[config.mk]
export PLATFORM = sky130hd
export DESIGN_NAME = dbg_scan_regs
export DESIGN_NICKNAME = d
export VERILOG_FILES = /design/src/rtl/dbg_scan_pkg.sv /design/src/rtl/dbg_shift_chain.sv /design/src/rtl/dbg_comms_chan.sv /design/src/rtl/dbg_wp_bank.sv /design/src/rtl/dbg_scan_regs.sv
export SDC_FILE = /design/constraint.sdc
export NUM_CORES = 1
export LEC_CHECK = 0
export BUFFER_PORTS_ARGS = -buffer_cell sky130_fd_sc_hd__clkbuf_2
export CORE_AREA = 5 5 329 331
export DETAILED_ROUTE_END_ITERATION = 10
export DIE_AREA = 0 0 334 336
export PLACE_DENSITY = 0.54
export SLEW_MARGIN = 40
export SYNTH_ARGS = -nofsm -noshare
export SYNTH_HDL_FRONTEND = slang
export SYNTH_HIERARCHICAL = 1
export SYNTH_SLANG_ARGS = --single-unit
[constraint.sdc]
create_clock -name clk -period 5.9 [get_ports clk]
set_input_delay 0.59 -clock clk [delete_from_list [all_inputs] [get_ports clk]]
set_output_delay 0.59 -clock clk [all_outputs]
set_load 0.01 [all_outputs]
[src/rtl/dbg_scan_pkg.sv]
`timescale 1ns/1ps
package dbg_scan_pkg;
  localparam int DATA_W  = 32;
  localparam int ADDR_W  = 5;
  localparam int FRAME_W = DATA_W + ADDR_W + 1;

  localparam logic [ADDR_W-1:0] A_CTRL   = 5'h00;
  localparam logic [ADDR_W-1:0] A_STAT   = 5'h01;
  localparam logic [ADDR_W-1:0] A_VCATCH = 5'h02;
  localparam logic [ADDR_W-1:0] A_CCTRL  = 5'h04;
  localparam logic [ADDR_W-1:0] A_CDATA  = 5'h05;

  // words per watchpoint unit and address stride between units
  localparam int WP_WORDS = 6;
  localparam int WP_STRIDE_LOG = 3;
endpackage

[src/rtl/dbg_shift_chain.sv]
`timescale 1ns/1ps
module dbg_shift_chain #(
  parameter int DATA_W = 32,
  parameter int ADDR_W = 5
) (
  input  logic              clk,
  input  logic              rst,
  input  logic              cap_i,
  input  logic              shf_i,
  input  logic              tdi_i,
  input  logic [DATA_W-1:0] cap_data_i,
  output logic              tdo_o,
  output logic [DATA_W-1:0] fr_data_o,
  output logic [ADDR_W-1:0] fr_addr_o,
  output logic              fr_dir_o
);
  localparam int FRAME_W = DATA_W + ADDR_W + 1;

  logic [FRAME_W-1:0] sr_q;

  always_ff @(posedge clk) begin
    if (rst) begin
      sr_q <= '0;
    end else if (cap_i) begin
      sr_q <= {{(ADDR_W+1){1'b0}}, cap_data_i};
    end else if (shf_i) begin
      sr_q <= {tdi_i, sr_q[FRAME_W-1:1]};
    end
  end

  assign tdo_o     = sr_q[0];
  assign fr_data_o = sr_q[DATA_W-1:0];
  assign fr_addr_o = sr_q[DATA_W +: ADDR_W];
  assign fr_dir_o  = sr_q[FRAME_W-1];
endmodule

[src/rtl/dbg_comms_chan.sv]
`timescale 1ns/1ps
module dbg_comms_chan #(
  parameter int DATA_W = 32
) (
  input  logic              clk,
  input  logic              rst,
  input  logic              h_wr_i,
  input  logic [DATA_W-1:0] h_wdata_i,
  input  logic              h_take_i,
  input  logic              c_wr_i,
  input  logic [DATA_W-1:0] c_wdata_i,
  input  logic              c_take_i,
  output logic [DATA_W-1:0] h2c_word_o,
  output logic [DATA_W-1:0] c2h_word_o,
  output logic              rd_ready_o,
  output logic              wr_ready_o
);
  // host -> processor direction; a new word wins over a same-cycle take
  always_ff @(posedge clk) begin
    if (rst) begin
      h2c_word_o <= '0;
      rd_ready_o <= 1'b0;
    end else if (h_wr_i) begin
      h2c_word_o <= h_wdata_i;
      rd_ready_o <= 1'b1;
    end else if (c_take_i) begin
      rd_ready_o <= 1'b0;
    end
  end

  // processor -> host direction
  always_ff @(posedge clk) begin
    if (rst) begin
      c2h_word_o <= '0;
      wr_ready_o <= 1'b0;
    end else if (c_wr_i) begin
      c2h_word_o <= c_wdata_i;
      wr_ready_o <= 1'b1;
    end else if (h_take_i) begin
      wr_ready_o <= 1'b0;
    end
  end
endmodule

[src/rtl/dbg_wp_bank.sv]
`timescale 1ns/1ps
module dbg_wp_bank #(
  parameter int DATA_W = 32,
  parameter int IDX_W  = 4
) (
  input  logic              clk,
  input  logic              we_i,
  input  logic [IDX_W-1:0]  waddr_i,
  input  logic [DATA_W-1:0] wdata_i,
  input  logic              hre_i,
  input  logic [IDX_W-1:0]  haddr_i,
  output logic [DATA_W-1:0] hq_o,
  input  logic              cre_i,
  input  logic [IDX_W-1:0]  caddr_i,
  output logic [DATA_W-1:0] cq_o
);
  localparam int DEPTH = 1 << IDX_W;

  logic [DATA_W-1:0] mem_q [DEPTH];

  always_ff @(posedge clk) begin
    if (we_i) mem_q[waddr_i] <= wdata_i;
  end

  always_ff @(posedge clk) begin
    if (hre_i) hq_o <= mem_q[haddr_i];
  end

  always_ff @(posedge clk) begin
    if (cre_i) cq_o <= mem_q[caddr_i];
  end
endmodule

[src/rtl/dbg_scan_regs.sv]
`timescale 1ns/1ps
module dbg_scan_regs
  import dbg_scan_pkg::*;
#(
  parameter int         NUM_WP   = 2,
  parameter int         CTRL_W   = 6,
  parameter int         STAT_W   = 5,
  parameter int         VCATCH_W = 8,
  parameter logic [3:0] VERSION  = 4'd6
) (
  input  logic              clk,
  input  logic              rst,
  input  logic              cap_i,
  input  logic              shf_i,
  input  logic              upd_i,
  input  logic              tdi_i,
  output logic              tdo_o,
  input  logic [ADDR_W-1:0] cpu_addr_i,
  input  logic              cpu_we_i,
  input  logic              cpu_re_i,
  input  logic [DATA_W-1:0] cpu_wdata_i,
  output logic [DATA_W-1:0] cpu_rdata_o,
  output logic [CTRL_W-1:0] dbg_ctrl_o,
  output logic [VCATCH_W-1:0] vcatch_o
);
  localparam int UNIT_W = (NUM_WP > 1) ? $clog2(NUM_WP) : 1;
  localparam int IDX_W  = UNIT_W + WP_STRIDE_LOG;
  localparam int UNIT_HI = ADDR_W - WP_STRIDE_LOG;

  logic [DATA_W-1:0] fr_data;
  logic [ADDR_W-1:0] fr_addr;
  logic              fr_dir;
  logic [DATA_W-1:0] cap_data;

  logic [CTRL_W-1:0]   ctrl_q;
  logic [STAT_W-1:0]   stat_q;
  logic [VCATCH_W-1:0] vc_q;
  logic [DATA_W-1:0]   rd_loc_q, cpu_loc_q;
  logic                rd_wp_q, cpu_wp_q;
  logic [DATA_W-1:0]   wp_hq, wp_cq;
  logic [DATA_W-1:0]   h2c_word, c2h_word;
  logic                rd_ready, wr_ready;

  function automatic logic wp_hit(input logic [ADDR_W-1:0] a);
    logic [UNIT_HI-1:0] u;
    u = a[ADDR_W-1:WP_STRIDE_LOG];
    return (u != '0) && (int'(u) <= NUM_WP) &&
           (int'(a[WP_STRIDE_LOG-1:0]) < WP_WORDS);
  endfunction

  function automatic logic [IDX_W-1:0] wp_idx(input logic [ADDR_W-1:0] a);
    logic [UNIT_HI-1:0] u;
    u = a[ADDR_W-1:WP_STRIDE_LOG] - 1'b1;
    return {u[UNIT_W-1:0], a[WP_STRIDE_LOG-1:0]};
  endfunction

  // value of a non-watchpoint register; cdata picks the side-specific word
  function automatic logic [DATA_W-1:0] loc_read(input logic [ADDR_W-1:0] a,
                                                 input logic [DATA_W-1:0] cdata);
    logic [DATA_W-1:0] v;
    v = '0;
    case (a)
      A_CTRL:   v[CTRL_W-1:0]   = ctrl_q;
      A_STAT:   v[STAT_W-1:0]   = stat_q;
      A_VCATCH: v[VCATCH_W-1:0] = vc_q;
      A_CCTRL:  v = {VERSION, {(DATA_W-6){1'b0}}, wr_ready, rd_ready};
      A_CDATA:  v = cdata;
      default:  v = '0;
    endcase
    return v;
  endfunction

  wire h_wr = upd_i & fr_dir;
  wire h_rd = upd_i & ~fr_dir;
  wire h_wp = wp_hit(fr_addr);
  wire c_wp = wp_hit(cpu_addr_i);

  dbg_shift_chain #(.DATA_W(DATA_W), .ADDR_W(ADDR_W)) chain_i (
    .clk(clk), .rst(rst), .cap_i(cap_i), .shf_i(shf_i), .tdi_i(tdi_i),
    .cap_data_i(cap_data), .tdo_o(tdo_o),
    .fr_data_o(fr_data), .fr_addr_o(fr_addr), .fr_dir_o(fr_dir)
  );

  dbg_comms_chan #(.DATA_W(DATA_W)) comms_i (
    .clk(clk), .rst(rst),
    .h_wr_i(h_wr && fr_addr == A_CDATA), .h_wdata_i(fr_data),
    .h_take_i(h_rd && fr_addr == A_CDATA),
    .c_wr_i(cpu_we_i && cpu_addr_i == A_CDATA), .c_wdata_i(cpu_wdata_i),
    .c_take_i(cpu_re_i && cpu_addr_i == A_CDATA),
    .h2c_word_o(h2c_word), .c2h_word_o(c2h_word),
    .rd_ready_o(rd_ready), .wr_ready_o(wr_ready)
  );

  dbg_wp_bank #(.DATA_W(DATA_W), .IDX_W(IDX_W)) wp_i (
    .clk(clk),
    .we_i(h_wr && h_wp), .waddr_i(wp_idx(fr_addr)), .wdata_i(fr_data),
    .hre_i(h_rd && h_wp), .haddr_i(wp_idx(fr_addr)), .hq_o(wp_hq),
    .cre_i(cpu_re_i && c_wp), .caddr_i(wp_idx(cpu_addr_i)), .cq_o(wp_cq)
  );

  always_ff @(posedge clk) begin
    if (rst) begin
      ctrl_q    <= '0;
      stat_q    <= '0;
      vc_q      <= '0;
      rd_loc_q  <= '0;
      rd_wp_q   <= 1'b0;
      cpu_loc_q <= '0;
      cpu_wp_q  <= 1'b0;
    end else begin
      if (h_wr && fr_addr == A_CTRL)   ctrl_q <= fr_data[CTRL_W-1:0];
      if (h_wr && fr_addr == A_VCATCH) vc_q   <= fr_data[VCATCH_W-1:0];
      if (cpu_we_i && cpu_addr_i == A_STAT) stat_q <= cpu_wdata_i[STAT_W-1:0];
      if (h_rd) begin
        rd_loc_q <= loc_read(fr_addr, c2h_word);
        rd_wp_q  <= h_wp;
      end
      if (cpu_re_i) begin
        cpu_loc_q <= loc_read(cpu_addr_i, h2c_word);
        cpu_wp_q  <= c_wp;
      end
    end
  end

  assign cap_data    = rd_wp_q ? wp_hq : rd_loc_q;
  assign cpu_rdata_o = cpu_wp_q ? wp_cq : cpu_loc_q;
  assign dbg_ctrl_o  = ctrl_q;
  assign vcatch_o    = vc_q;
endmodule

# Word-level counts from Yosys, hierarchy flattened
# Memory sizes are Yosys's and may differ from the RTL's. A register that Yosys moved wholly into a read port is not among the register bits.
# Cells that the tools add are included.
# word_totals
in_bits,45
output_inout_bits,47
elab_cells,71
mem_bits_rw,512
register_bits,189
mem_count,1
# mem_list
memory,depth,word_bits,read_ports,rd_ports_with_merged_regs,write_ports,line,text
wp_i.mem_q,16,32,2,2,1,dbg_wp_bank.sv:19,logic [DATA_W-1:0] mem_q [DEPTH];
# classes
bitwise_logic,3
reduce_logical,22
eq_ne,8
n_mux,18
addsub,2
order_cmp,4
# op_table
op,count
two-way mux 32 bit,4
one-hot mux 24 bit (2 select lines),2
one-hot mux 5 bit (5 select lines),2
"== test 5 x 3 -> 1 bit, second input constant",4
logical AND 1 bit,14
"== test 5 x 1 -> 1 bit, second input constant",2
"== test 5 x 2 -> 1 bit, second input constant",2
logical NOT 5 bit,2
nonzero test 2 bit,5
one-hot mux 2 bit (2 select lines),2
"< comparator 3 bit, second input constant",2
two-way mux 1 bit,6
one-hot mux 1 bit (3 select lines),2
"less-or-equal comparator 2 bit, second input constant",2
bitwise AND 1 bit,2
OR reduction 2 bit,1
"subtractor 1 bit, second input constant",2
inverter 1 bit,1

# Longest topological paths before layout
# depth
depth_word,6
ltp_mapped,7
mapped_depth_nobuf,5

# By module
# Netlist, hierarchy kept.
# by_module_without_submodules
mod,area_each_um2,instances,seq_area_each_um2,cells_per_inst
dbg_wp_bank,24828.8,1,17296.6,1141
dbg_scan_regs,4403.0,1,1701.6,505
dbg_comms_chan,2407.3,1,1321.3,215
dbg_shift_chain,1721.7,1,760.7,164

# Worst setup path after synthesis
# OpenSTA, ideal clock, no wires.
# synth_timing
path_kind,reg-to-reg
start,reg chain_i.sr_q[33]
end,"mem wp_i.mem_q[0][0], enable pin"
path_slack_ns,1.703
synth_period_minus_slack_ns,4.197
required_ns,5.439
arrival_time_ns,3.736
setup_ns,0.461
n_path_buf,1
path_stages_with_launch,7
cell_sequence,dfxtp_1 -> clkbuf_1 -> nand2_1 -> nand2_1 -> nor2_1 -> or3b_2 -> nor3_1
# synth_between
elab_chain_len,5
# synth_lines
item,line,text
from (decl),dbg_shift_chain.sv:19,logic [FRAME_W-1:0] sr_q;
from (signal assigned),dbg_shift_chain.sv:25,"sr_q <= {{(ADDR_W+1){1'b0}}, cap_data_i};"
from (signal assigned),dbg_shift_chain.sv:27,"sr_q <= {tdi_i, sr_q[FRAME_W-1:1]};"
< comparator 3 bit,dbg_scan_regs.sv:48,(int'(a[WP_STRIDE_LOG-1:0]) < WP_WORDS);
logical AND 1 bit,dbg_scan_regs.sv:47,return (u != '0) && (int'(u) <= NUM_WP) &&
logical AND 1 bit,dbg_scan_regs.sv:96,".we_i(h_wr && h_wp), .waddr_i(wp_idx(fr_addr)), .wdata_i(fr_data),"
two-way mux 1 bit,dbg_wp_bank.sv:22,if (we_i) mem_q[waddr_i] <= wdata_i;
two-way mux 1 bit (implied by the code),dbg_wp_bank.sv:22,
to (decl),dbg_wp_bank.sv:19,
# Parallel ways exist; a longest one is shown, timed or not.

# Final worst setup path
# layout_timing
start,reg chain_i.sr_q[33]
end,"reg wp_i.hq_o[5], read port of wp_i.mem_q, data pin"
# layout_between
elab_chain_len,3
# layout_lines
item,line,text
< comparator 3 bit,dbg_scan_regs.sv:48,
logical AND 1 bit,dbg_scan_regs.sv:47,
logical AND 1 bit,dbg_scan_regs.sv:97,".hre_i(h_rd && h_wp), .haddr_i(wp_idx(fr_addr)), .hq_o(wp_hq),"
to (decl),dbg_wp_bank.sv:12,"output logic [DATA_W-1:0] hq_o,"
# Parallel ways exist; a longest one is shown, timed or not.
# A chain may end at the register's enable or synchronous reset.

==> flow_summary_export.csv <==
group,metric,value,unit
sta,tightest_slew,0.8860,ns
drt,drt-total-wl,97100,µm
global_route,overflow,0,
synth,synth.distinct_cells,44,
sta,min_period,3.257,ns
cts,cts_inserted_buffers,83,
cts,root_buffer,"clkbuf_16",
sta,fmax,307.0,MHz
placed_design,dp_worst_setup_slack,2.632,ns
worst_setup_path,reg2regPathDepth,5,
drt,postRouteAntennaNets,0,
synth,async_flop_share,0,%
floorplan,die_area,112200,µm²
min_path,hold_end,"comms_i/c2h_word_o[21]",
drt,drc,0,
cts,cts.path.max_buffers,3,
synth,synth_top_area_share,51.85,%
sta,finalHoldViolations,0,
cts,ctsResizeCount,0,
synth,synth_area_leaders,"edfxtp_1 52%, mux4_2 17%, dfxtp_1 11%",
drt,viasPerCell,5.558,
min_path,min_path_cells,3,
worst_setup_path,cp_slowest_cell,"dfxtp_4",
cts,h-tree-depth,3,
cts,path_clk_slew,0.06,ns
placed_design,placed_area,35330,µm²
worst_setup_path,cpPeakStageDelay,0.79,ns
cts,cts_sinks,765,
worst_setup_path,arrival,3.62,ns
placed_design,portBuffers,91,
synth,synthFlopType,"edfxtp_1",
floorplan,start_util,31.83,%
global_route,antenna_found_initial,2,
worst_setup_path,rrSetupSlack,2.64,ns
sta,drv_slew,0,
synth,synth.net_count,2070,
worst_setup_path,crit_path_end_kind,"flop",
cts,clk_latency,0.64,ns
placed_design,detailed_place_hpwl,54630,µm
floorplan,ios,92,
worst_setup_path,cpMostUsedCell,"buf_4",
synth,synth_area_leader_cell,"edfxtp_1",
worst_setup_path,crit_path_max_fanout,43,
final_layout,nFillCells,9826,
floorplan,rows,119,
sta,skew,0.02120,ns
synth,seq_area_frac_synth,63.19,%
synth,ys_top_cells_by_count,"576 x edfxtp_1, 256 x mux4_2, 189 x dfxtp_1",
final_layout,area_growth,14.07,%
global_route,grt_max_degree,81,
global_route,grt_busiest_layer,"met2",
sta,fin_hold_ws,0.1881,ns
min_path,hp-start,"cpu_wdata_i[21]",
drt,drt_iter0_drc,1929,
cts,post_cts_buffers,0,
floorplan,die_height,336,µm
synth,ys_ff_latch,765,
floorplan,die_w,334,µm
drt,wl_per_cell,27.31,µm
worst_setup_path,worst_r2r_endpoint,"wp_i/hq_o[5]",
worst_setup_path,worstPathCellList,"buf_4, buf_4, mux4_2, a22oi_1, nand2_1",
global_route,grt_use_met3,2.749,%
synth,syn_inst,2025,
power_and_ir_drop,ir_drop,212.3,µV
final_layout,finalInstanceArea,38050,µm²
floorplan,coreArea,104800,µm²
worst_setup_path,worstReg2RegStart,"chain_i/sr_q[33]",
final_layout,fin_util,36.30,%
synth,syn-cell-area,33360,µm²
drt,drt_pass1_iterations,6,
final_layout,nNetsFinal,2142,
sta,max_slew_margin,40.79,%
power_and_ir_drop,p_per_area,299.3,nW/µm²
min_path,hold_class,"primary input to flop",
sta,setup-violations-final,0,
flow_run,cap_violations,0,
placed_design,gp_congestion,0.7765,
worst_setup_path,critPathLaunchType,"flop",
global_route,grt_pass1_vias,20340,
synth,yosys_warnings,6,
global_route,grt.total_usage,16.97,%
sta,setup_tns,0,ns
global_route,grt_use_met2,27.61,%
sta,fin_ws,2.643,ns
global_route,grt_pass1_wl,141000,µm
worst_setup_path,critical_path_required,6.26,ns
synth,yosys.cell_count.top_type,"edfxtp_1",
power_and_ir_drop,p_leak,12.32,nW
worst_setup_path,crit_type,"flop to flop",
drt,vias,19760,
final_layout,diodes,0,
sta,fin_crit_sh,55.20,%
global_route,gr-usage-met1,23.96,%
final_layout,drive_above_1_share,29.02,%
synth,avgSynthCellArea,16.47,µm²
cts,cts_tree,"built",
cts,hold_buffers,0,
synth,synth_edf_count,576,
sta,rsz0062_at_grt,"false",
run_status,status,"completed",
## per-layer routing
metal | vias up | part of all wire (%)
met4 | 0 | 2.4
met5 | - | 0
met1 | 10510 | 43
met3 | 146 | 6.9
li1 | 8277 | -
met2 | 825 | 47
## layout make-up
| class | count | area [µm²] | area share, % |
|---|---|---|---|
| clock buffer | 122 | 2377 | 6.247 |
| clock inverter | 30 | 255.2 | 0.6707 |
| inverter | 10 | 37.54 | 0.09864 |
| multi-input combinational | 1089 | 11540 | 30.32 |
| sequential | 765 | 21090 | 55.43 |
| tap | 1391 | 1740 | 4.574 |
| timing repair buffer | 148 | 1012 | 2.660 |
## how the worst max path moves through the flow
stage / from / end / slack (ns) / cells past startpoint
after global routing: chain_i/sr_q[33] / wp_i/hq_o[5] / 2.53 / 5
after global placement: cpu_addr_i[1] / wp_i/cq_o[21] / 2.55 / 5
final: chain_i/sr_q[33] / wp_i/hq_o[5] / 2.64 / 5
after detailed placement: upd_i / wp_i/mem_q[14][15] / 2.63 / 6
after CTS: chain_i/sr_q[32] / rd_loc_q[30] / 2.65 / 6
after floorplan: chain_i/sr_q[33] / wp_i/mem_q[0][0] / 1.70 / 6
## cell families (layout without fill, tap and decap cells)
| logic type | count (synthesis) | in the layout | share of synthesized area [%] |
|---|---|---|---|
| flops | 765 | 765 | 63.19 |
| simple gates | 379 | 379 | 5.326 |
| compound gates | 255 | 255 | 5.221 |
| mux | 453 | 453 | 23.44 |
| buf+inv | 171 | 310 | 2.775 |
| xor+xnor | 2 | 2 | 0.05252 |
## cell usage in the layout (no fill, tap or decap), types with 5 or more instances in the layout
master and instances:
nor3_2 5, nand3_1 53, clkbuf_8 9, nor2_1 104, o21ai_0 10, clkbuf_1 27, a211oi_1 36, nor3_1 11
nand2b_1 31, nor2_4 15, clkinv_1 10, mux4_2 256, mux2_2 65, a22oi_1 130, clkinv_2 11, a21oi_1 61
buf_4 49, dfxtp_1 182, inv_1 8, nor2b_4 5, clkbuf_2 86, dfxtp_2 5, mux2i_1 132, clkbuf_16 87
edfxtp_1 576, a221oi_1 6, nor2b_1 34, nand2_1 102
## power breakdown
group	total, W	internal [W]	leakage [nW]	switching, W
clock	0.00507	0.00293	1.29	0.00214
combinational	0.000430	0.000170	4.12	0.000260
sequential	0.00589	0.00581	6.91	0.0000777
## registers in the layout (all words and copies together) (netlist names)
| signal | count |
|---|---|
| wp_i/mem_q | 512 |
| chain_i/sr_q | 38 |
| comms_i/c2h_word_o | 32 |
| comms_i/h2c_word_o | 32 |
| cpu_loc_q | 32 |
| rd_loc_q | 32 |
| wp_i/cq_o | 32 |
| wp_i/hq_o | 32 |
| vcatch_o | 8 |
| dbg_ctrl_o | 6 |
| stat_q | 5 |
| comms_i/rd_ready_o | 1 |
| comms_i/wr_ready_o | 1 |
| cpu_wp_q | 1 |
| rd_wp_q | 1 |
## critical path: cells and delay by family (launching register included)
| family | cells | cell delay (ns) |
|---|---|---|
| AO/OA/AOI/OAI | 1 | 0.37 |
| buffers and inverters | 2 | 1.26 |
| flip-flops | 1 | 0.79 |
| multiplexers | 1 | 0.40 |
| AND/OR/NAND/NOR | 1 | 0.13 |
## through the flow
step | instances | total power [W]
after floorplan | 2025 | 0.006251
after global placement | 3398 | 0.006425
after detailed placement | 3399 | 0.006438
after CTS | 3551 | 0.01151
after global routing | 3555 | 0.01177
final | 3555 | 0.01139
Power figures use the tool's default switching activity.
